`config.mk`:
```
export PLATFORM = sky130hd
export DESIGN_NAME = intack_unit
export DESIGN_NICKNAME = d
export VERILOG_FILES = /design/src/rtl/intack_pkg.sv /design/src/rtl/ipl_sync.sv /design/src/rtl/irq_arbiter.sv /design/src/rtl/ack_cycle.sv /design/src/rtl/intack_unit.sv
export SDC_FILE = /design/constraint.sdc
export NUM_CORES = 1
export LEC_CHECK = 0
export ABC_AREA = 1
export BUFFER_PORTS_ARGS = -buffer_cell sky130_fd_sc_hd__buf_4
export CORE_AREA = 3 3 73 75
export CTS_CLUSTER_DIAMETER = 200
export DETAILED_ROUTE_END_ITERATION = 8
export DIE_AREA = 0 0 76 78
export GPL_ROUTABILITY_DRIVEN = 0
export PLACE_DENSITY = 0.62
export SLEW_MARGIN = 20
export SYNTH_ARGS = -nofsm -noshare
export SYNTH_HDL_FRONTEND = slang
export SYNTH_SLANG_ARGS = --single-unit
```
`constraint.sdc`:
```
create_clock -name clk -period 2.2 [get_ports clk]
set_clock_uncertainty 0.05 [all_clocks]
set_input_delay 0.11 -clock clk [delete_from_list [all_inputs] [get_ports clk]]
set_output_delay 0.11 -clock clk [all_outputs]
set_load 0.1 [all_outputs]
```
`src/rtl/intack_pkg.sv`:
```
package intack_pkg;
  localparam int LVL_W = 3;
  localparam logic [LVL_W-1:0] LVL_NMI = '1;

  typedef enum logic [1:0] {ST_IDLE, ST_ADDR, ST_WAIT, ST_DONE} ack_state_e;

  // Acceptance rule: above the mask, or the top level which cannot be masked.
  function automatic logic lvl_wins(input logic [LVL_W-1:0] lvl,
                                    input logic [LVL_W-1:0] mask);
    return (lvl == LVL_NMI) || (lvl > mask);
  endfunction
endpackage

```
`src/rtl/ipl_sync.sv`:
```
module ipl_sync #(
  parameter int W = 3
) (
  input  logic         clk,
  input  logic         rst_n,
  input  logic [W-1:0] ipl_n,
  output logic [W-1:0] lvl
);
  logic [W-1:0] s1, s2, s3;
  logic         steady;

  assign steady = (s2 == s3);

  always_ff @(posedge clk or negedge rst_n) begin
    if (!rst_n) begin
      s1  <= '1;
      s2  <= '1;
      s3  <= '1;
      lvl <= '0;
    end else begin
      s1 <= ipl_n;
      s2 <= s1;
      s3 <= s2;
      if (steady) lvl <= ~s2;
    end
  end

  AST_FILTER_HOLD: assert property (@(posedge clk) disable iff (!rst_n)
    !steady |=> $stable(lvl));
endmodule

```
`src/rtl/irq_arbiter.sv`:
```
module irq_arbiter
  import intack_pkg::*;
(
  input  logic             clk,
  input  logic             rst_n,
  input  logic [LVL_W-1:0] lvl,
  input  logic             mask_wr,
  input  logic [LVL_W-1:0] mask_wdata,
  input  logic             raise,
  input  logic [LVL_W-1:0] raise_lvl,
  output logic [LVL_W-1:0] mask_q,
  output logic             req
);
  always_ff @(posedge clk or negedge rst_n) begin
    if (!rst_n)       mask_q <= '1;
    else if (raise)   mask_q <= raise_lvl;
    else if (mask_wr) mask_q <= mask_wdata;
  end

  assign req = lvl_wins(lvl, mask_q);

  AST_MASK_RAISE: assert property (@(posedge clk) disable iff (!rst_n)
    raise |=> (mask_q == $past(raise_lvl)));
  AST_MASK_WRITE: assert property (@(posedge clk) disable iff (!rst_n)
    (mask_wr && !raise) |=> (mask_q == $past(mask_wdata)));
endmodule

```
`src/rtl/ack_cycle.sv`:
```
module ack_cycle
  import intack_pkg::*;
#(
  parameter int ADDR_W = 23,
  parameter int VEC_W  = 8
) (
  input  logic              clk,
  input  logic              rst_n,
  input  logic              req,
  input  logic [LVL_W-1:0]  lvl,
  input  logic              taken,
  input  logic              xfer_ack_n,
  input  logic [VEC_W-1:0]  rdata_lo,
  output logic [ADDR_W-1:0] addr,
  output logic              strobe_n,
  output logic              capture,
  output logic              valid,
  output logic [LVL_W-1:0]  cur_lvl,
  output logic [VEC_W-1:0]  vec_q
);
  ack_state_e st;
  logic       pending;
  logic       start;
  logic       in_cycle;

  assign start    = (st == ST_IDLE) && req && !pending;
  assign capture  = (st == ST_WAIT) && !xfer_ack_n;
  assign in_cycle = (st == ST_ADDR) || (st == ST_WAIT);
  assign strobe_n = (st != ST_WAIT);
  assign valid    = (st == ST_DONE);

  always_ff @(posedge clk or negedge rst_n) begin
    if (!rst_n) begin
      st      <= ST_IDLE;
      cur_lvl <= '0;
      vec_q   <= '0;
      pending <= 1'b0;
    end else begin
      case (st)
        ST_IDLE: if (start) begin
          cur_lvl <= lvl;
          st      <= ST_ADDR;
        end
        ST_ADDR: st <= ST_WAIT;
        ST_WAIT: if (capture) begin
          vec_q <= rdata_lo;
          st    <= ST_DONE;
        end
        default: st <= ST_IDLE;
      endcase
      if (valid && !taken) pending <= 1'b1;
      else if (taken)      pending <= 1'b0;
    end
  end

  always_comb begin
    addr = '0;
    if (in_cycle) begin
      addr             = '1;
      addr[LVL_W-1:0]  = cur_lvl;
    end
  end

  AST_WAIT_HOLD: assert property (@(posedge clk) disable iff (!rst_n)
    (!strobe_n && xfer_ack_n) |=> !strobe_n);
  AST_VALID_PULSE: assert property (@(posedge clk) disable iff (!rst_n)
    valid |=> !valid);
  AST_NO_RESTART: assert property (@(posedge clk) disable iff (!rst_n)
    (pending && !taken && st == ST_IDLE) |=> (st == ST_IDLE));
  AST_ADDR_FORM: assert property (@(posedge clk) disable iff (!rst_n)
    !strobe_n |-> ((addr[LVL_W-1:0] == cur_lvl) && (&addr[ADDR_W-1:LVL_W])));
endmodule

```
`src/rtl/intack_unit.sv`:
```
module intack_unit
  import intack_pkg::*;
#(
  parameter int ADDR_W = 23,
  parameter int DATA_W = 16,
  parameter int VEC_W  = 8
) (
  input  logic              clk,
  input  logic              rst_n,
  input  logic [2:0]        ipl_n,
  input  logic              mask_wr,
  input  logic [2:0]        mask_wdata,
  output logic [2:0]        mask_q,
  output logic [ADDR_W-1:0] bus_addr,
  output logic              addr_strobe_n,
  output logic              upper_strobe_n,
  output logic              low_strobe_n,
  output logic              rd_wr,
  input  logic              xfer_ack_n,
  input  logic [DATA_W-1:0] bus_rdata,
  output logic              irq_valid,
  output logic [2:0]        irq_level,
  output logic [VEC_W-1:0]  irq_vector,
  input  logic              irq_taken
);
  logic [LVL_W-1:0] lvl_sync;
  logic             req;
  logic             capture;
  logic             strobe_n;
  logic             unused_hi;

  assign unused_hi = ^bus_rdata[DATA_W-1:VEC_W];

  ipl_sync #(.W(LVL_W)) u_sync (
    .clk(clk), .rst_n(rst_n), .ipl_n(ipl_n), .lvl(lvl_sync));

  irq_arbiter u_arb (
    .clk(clk), .rst_n(rst_n), .lvl(lvl_sync), .mask_wr(mask_wr),
    .mask_wdata(mask_wdata), .raise(capture), .raise_lvl(irq_level),
    .mask_q(mask_q), .req(req));

  ack_cycle #(.ADDR_W(ADDR_W), .VEC_W(VEC_W)) u_cyc (
    .clk(clk), .rst_n(rst_n), .req(req), .lvl(lvl_sync), .taken(irq_taken),
    .xfer_ack_n(xfer_ack_n), .rdata_lo(bus_rdata[VEC_W-1:0]),
    .addr(bus_addr), .strobe_n(strobe_n), .capture(capture),
    .valid(irq_valid), .cur_lvl(irq_level), .vec_q(irq_vector));

  assign addr_strobe_n  = strobe_n;
  assign low_strobe_n   = strobe_n;
  assign upper_strobe_n = 1'b1;
  assign rd_wr          = 1'b1;

  AST_LOW_LANE_READ: assert property (@(posedge clk) disable iff (!rst_n)
    !addr_strobe_n |-> (rd_wr && !low_strobe_n && upper_strobe_n));
  AST_MASK_AT_VALID: assert property (@(posedge clk) disable iff (!rst_n)
    irq_valid |-> (mask_q == irq_level));
endmodule

```
==> metrics.md <==
| Metric | Value |
|---|---|
| Die ar. | 5930 sq um |
| Core Area | 4720 sq um |
| Root buf cell | clkbuf_8 |
| Post-synth EDFFs | 0 |
| Final min period | 1.90 ns |
| Initial antenna violation count | 0 |
| Final setup fails | 0 |
| Crit Path Class | register to output pin |
| Worst-Margin Slew | 0.674 ns |
| Die X | 76 microns |
| Final WL | 2700 microns |
| Post_cts resized | 0 |
| Slowest cell on the critical path | ha_1 |
| Top-count cell post-synth | buf_4 |
| Top_reg_cell synth | dfrtp_1 |
| Share of cells above drive strength 1 | 47.6% |
| CP arrival | 1.74 ns |
| Top cells by area, synth | dfrtp_1 30%, dfstp_2 22%, buf_4 12%, ha_1 5.3%, nand2_1 5.3% |
| Wire per inst | 10.7 microns |
| Synthesized area | 1420 sq um |
| Share of the synthesized area in the top cell type | 29.9% |
| Most frequent CP cell | buf_4 |
| Max Cap Viol | 0 |
| Fin nets | 217 |
| Final Max Slew Viols | 0 |
| Syn Inst Count | 133 |
| Max Clk Rate | 0.527 GHz |
| Routed via count | 989 |
| Area Overhead vs Synth | 39.1% |
| Depth of the CTS H-tree | 2 |
| Post-DRT Antenna Nets | 0 |
| Hold Fails Final Rpt | 0 |
| Status | complete, no violations |
| Setup tns final | 0 ns |
| IO Pins | 69 |
| Worst EP required | 2.04 ns |
| CP Max Fanout | 17 |
| Max Root-Sink Buffers | 2 |
| Ys async rst share | 100% |
| Synthesized flop and latch total | 29 |
| Clock sink count | 29 |
| Synthesis warning total | 0 |
| Synth unique cells | 22 |
| Relative slew slack | 55.0% |
| Row count | 25 |
| Hold Path Class | input port to register |
| Dpl hpwl | 1930 microns |
| Crit share post-route | 86.3% |
| First-pass GRT wire length | 4500 microns |
| RSZ-0062 raised after global routing | no |
| Number of inserted diodes | 0 |
| Port Buffer Count | 58 |
| Tot GR Track Use | 9.75% |
| Initial core utilization | 30.1% |
| Area leader, netlist | dfrtp_1 |
| Postcts setup bufs | 0 |
| Crit. End Element | output pin |
| Largest net degree at the start of global routing | 30 |
| Syn Area/Cell | 10.7 sq um |
| Vias in the first global route | 1003 |
| Crit path launch type | register |
| Clock buffer count from CTS | 5 |
| Post-CTS Hold Buffers | 8 |
| DRC | 0 |
| CTS tree | yes |
| Sequential share of the synthesized area | 52.1% |
| Global route overflow | 0 |
| Worst skew pair latency | 0.28 ns |
| CP max stage delay | 0.42 ns |
| Die height | 78 microns |
| Clock transition at the registers of the reported paths | 0.07 ns |
| Commonest cells post-synth | 23 x buf_4, 20 x nand2_1, 17 x dfrtp_1, 16 x inv_1, 12 x dfstp_2 |
| Drt via density | 3.92 |
| 1st-pass router iterations | 3 |
| Initial DRC Count | 26 |
| CP Cell Sequence | inv_1 -> ha_1 -> buf_4 -> buf_4 |
==> final timing paths <==
kind | start | to | slack, ns | cells after the start
min | bus_rdata[2] | u_cyc.vec_q[2]$_DFFE_PN0P_ | 0.009 | 2
min in group asynchronous | rst_n | u_cyc.st[1]$_DFFE_PN0P_ | 0.23 | 2
min reg2reg | u_sync.s1[0]$_DFF_PN1_ | u_sync.s2[0]$_DFF_PN1_ | 0.31 | 0
max in group asynchronous | rst_n | u_sync.s1[0]$_DFF_PN1_ | 1.56 | 2
max reg2reg | u_cyc.st[0]$_DFFE_PN0P_ | u_cyc.vec_q[5]$_DFFE_PN0P_ | 0.36 | 5
max | u_cyc.st[1]$_DFFE_PN0P_ | bus_addr[15] | 0.30 | 4
==> layout make-up <==
| class | instances | area (sq um) |
|---|---|---|
| fill | 470 | 2750 |
| sequential | 29 | 741 |
| timing repair buffer | 68 | 533 |
| multi-input combinational | 63 | 423 |
| tap | 67 | 83.8 |
| clock buffer | 5 | 68.8 |
| clock inverter | 3 | 65.1 |
| inverter | 17 | 63.8 |
==> sequential cells by signal (all words and copies together), names as in the netlist <==
register / count
u_cyc.vec_q: 8
u_arb.mask_q: 3
u_cyc.cur_lvl: 3
u_sync.lvl: 3
u_sync.s1: 3
u_sync.s2: 3
u_sync.s3: 3
u_cyc.st: 2
u_cyc.pending: 1
==> cells in the final DEF (no fill, tap or decap) <==
cell           count
a21oi_1            1
buf_4             59
bufinv_16          2
clkbuf_8           5
clkinv_2           1
conb_1             2
dfrtp_1           17
dfstp_2           12
dlygate4sd3_1      9
ha_1               6
inv_1             16
inv_2              1
mux2_2             6
mux2_4             2
mux2i_1            3
nand2_1           20
nand3_1            9
nor2_1             4
o211ai_1           1
o21ai_0            3
o221ai_1           2
or2_1              1
xnor2_1            2
xor2_1             1
==> logic make-up after synthesis <==
group	count (synthesis)	synth area share [%]
other	1	0.264
XOR/XNOR	3	1.85
AO/OA/AOI/OAI	7	3.17
multiplexers	11	8.97
flip-flops	29	52.1
adder cells (fa/ha/maj)	6	5.28
buffers and inverters	42	18.5
AND/OR/NAND/NOR	34	9.94
==> critical path, delay by kind of cell, from the launching register on <==
family / cells / cell delay [ns]
adders and majority gates: 1 / 0.42
buffers and inverters: 3 / 0.63
DFF: 1 / 0.40
==> through the flow <==
step / worst slack, ns / hold slack, ns / instance area, sq um / utilization [%] / cells
detailed placement: 0.322 / 0.00312 / 1750 / 37.1 / 235
CTS: 0.286 / 0.000592 / 1970 / 41.7 / 251
finish: 0.302 / 0.00921 / 1980 / 41.9 / 252
global route: 0.154 / 0.00397 / 1980 / 41.9 / 252
floorplan: 0.131 / -0.236 / 1430 / - / 134
global placement: 0.356 / 0.00148 / 1750 / 37.1 / 235
==> per-layer routing <==
metal,wire length [microns],track usage [%],vias up
li1,-,-,497
met1,1160,10.2,442
met2,1210,15.9,42
met3,269,4.99,8
met4,58,5.43,0
met5,0,0,-
Power is left out: the tool's default activity adds up to more than one toggle a clock period on the data nets, which glitch-free logic cannot reach.
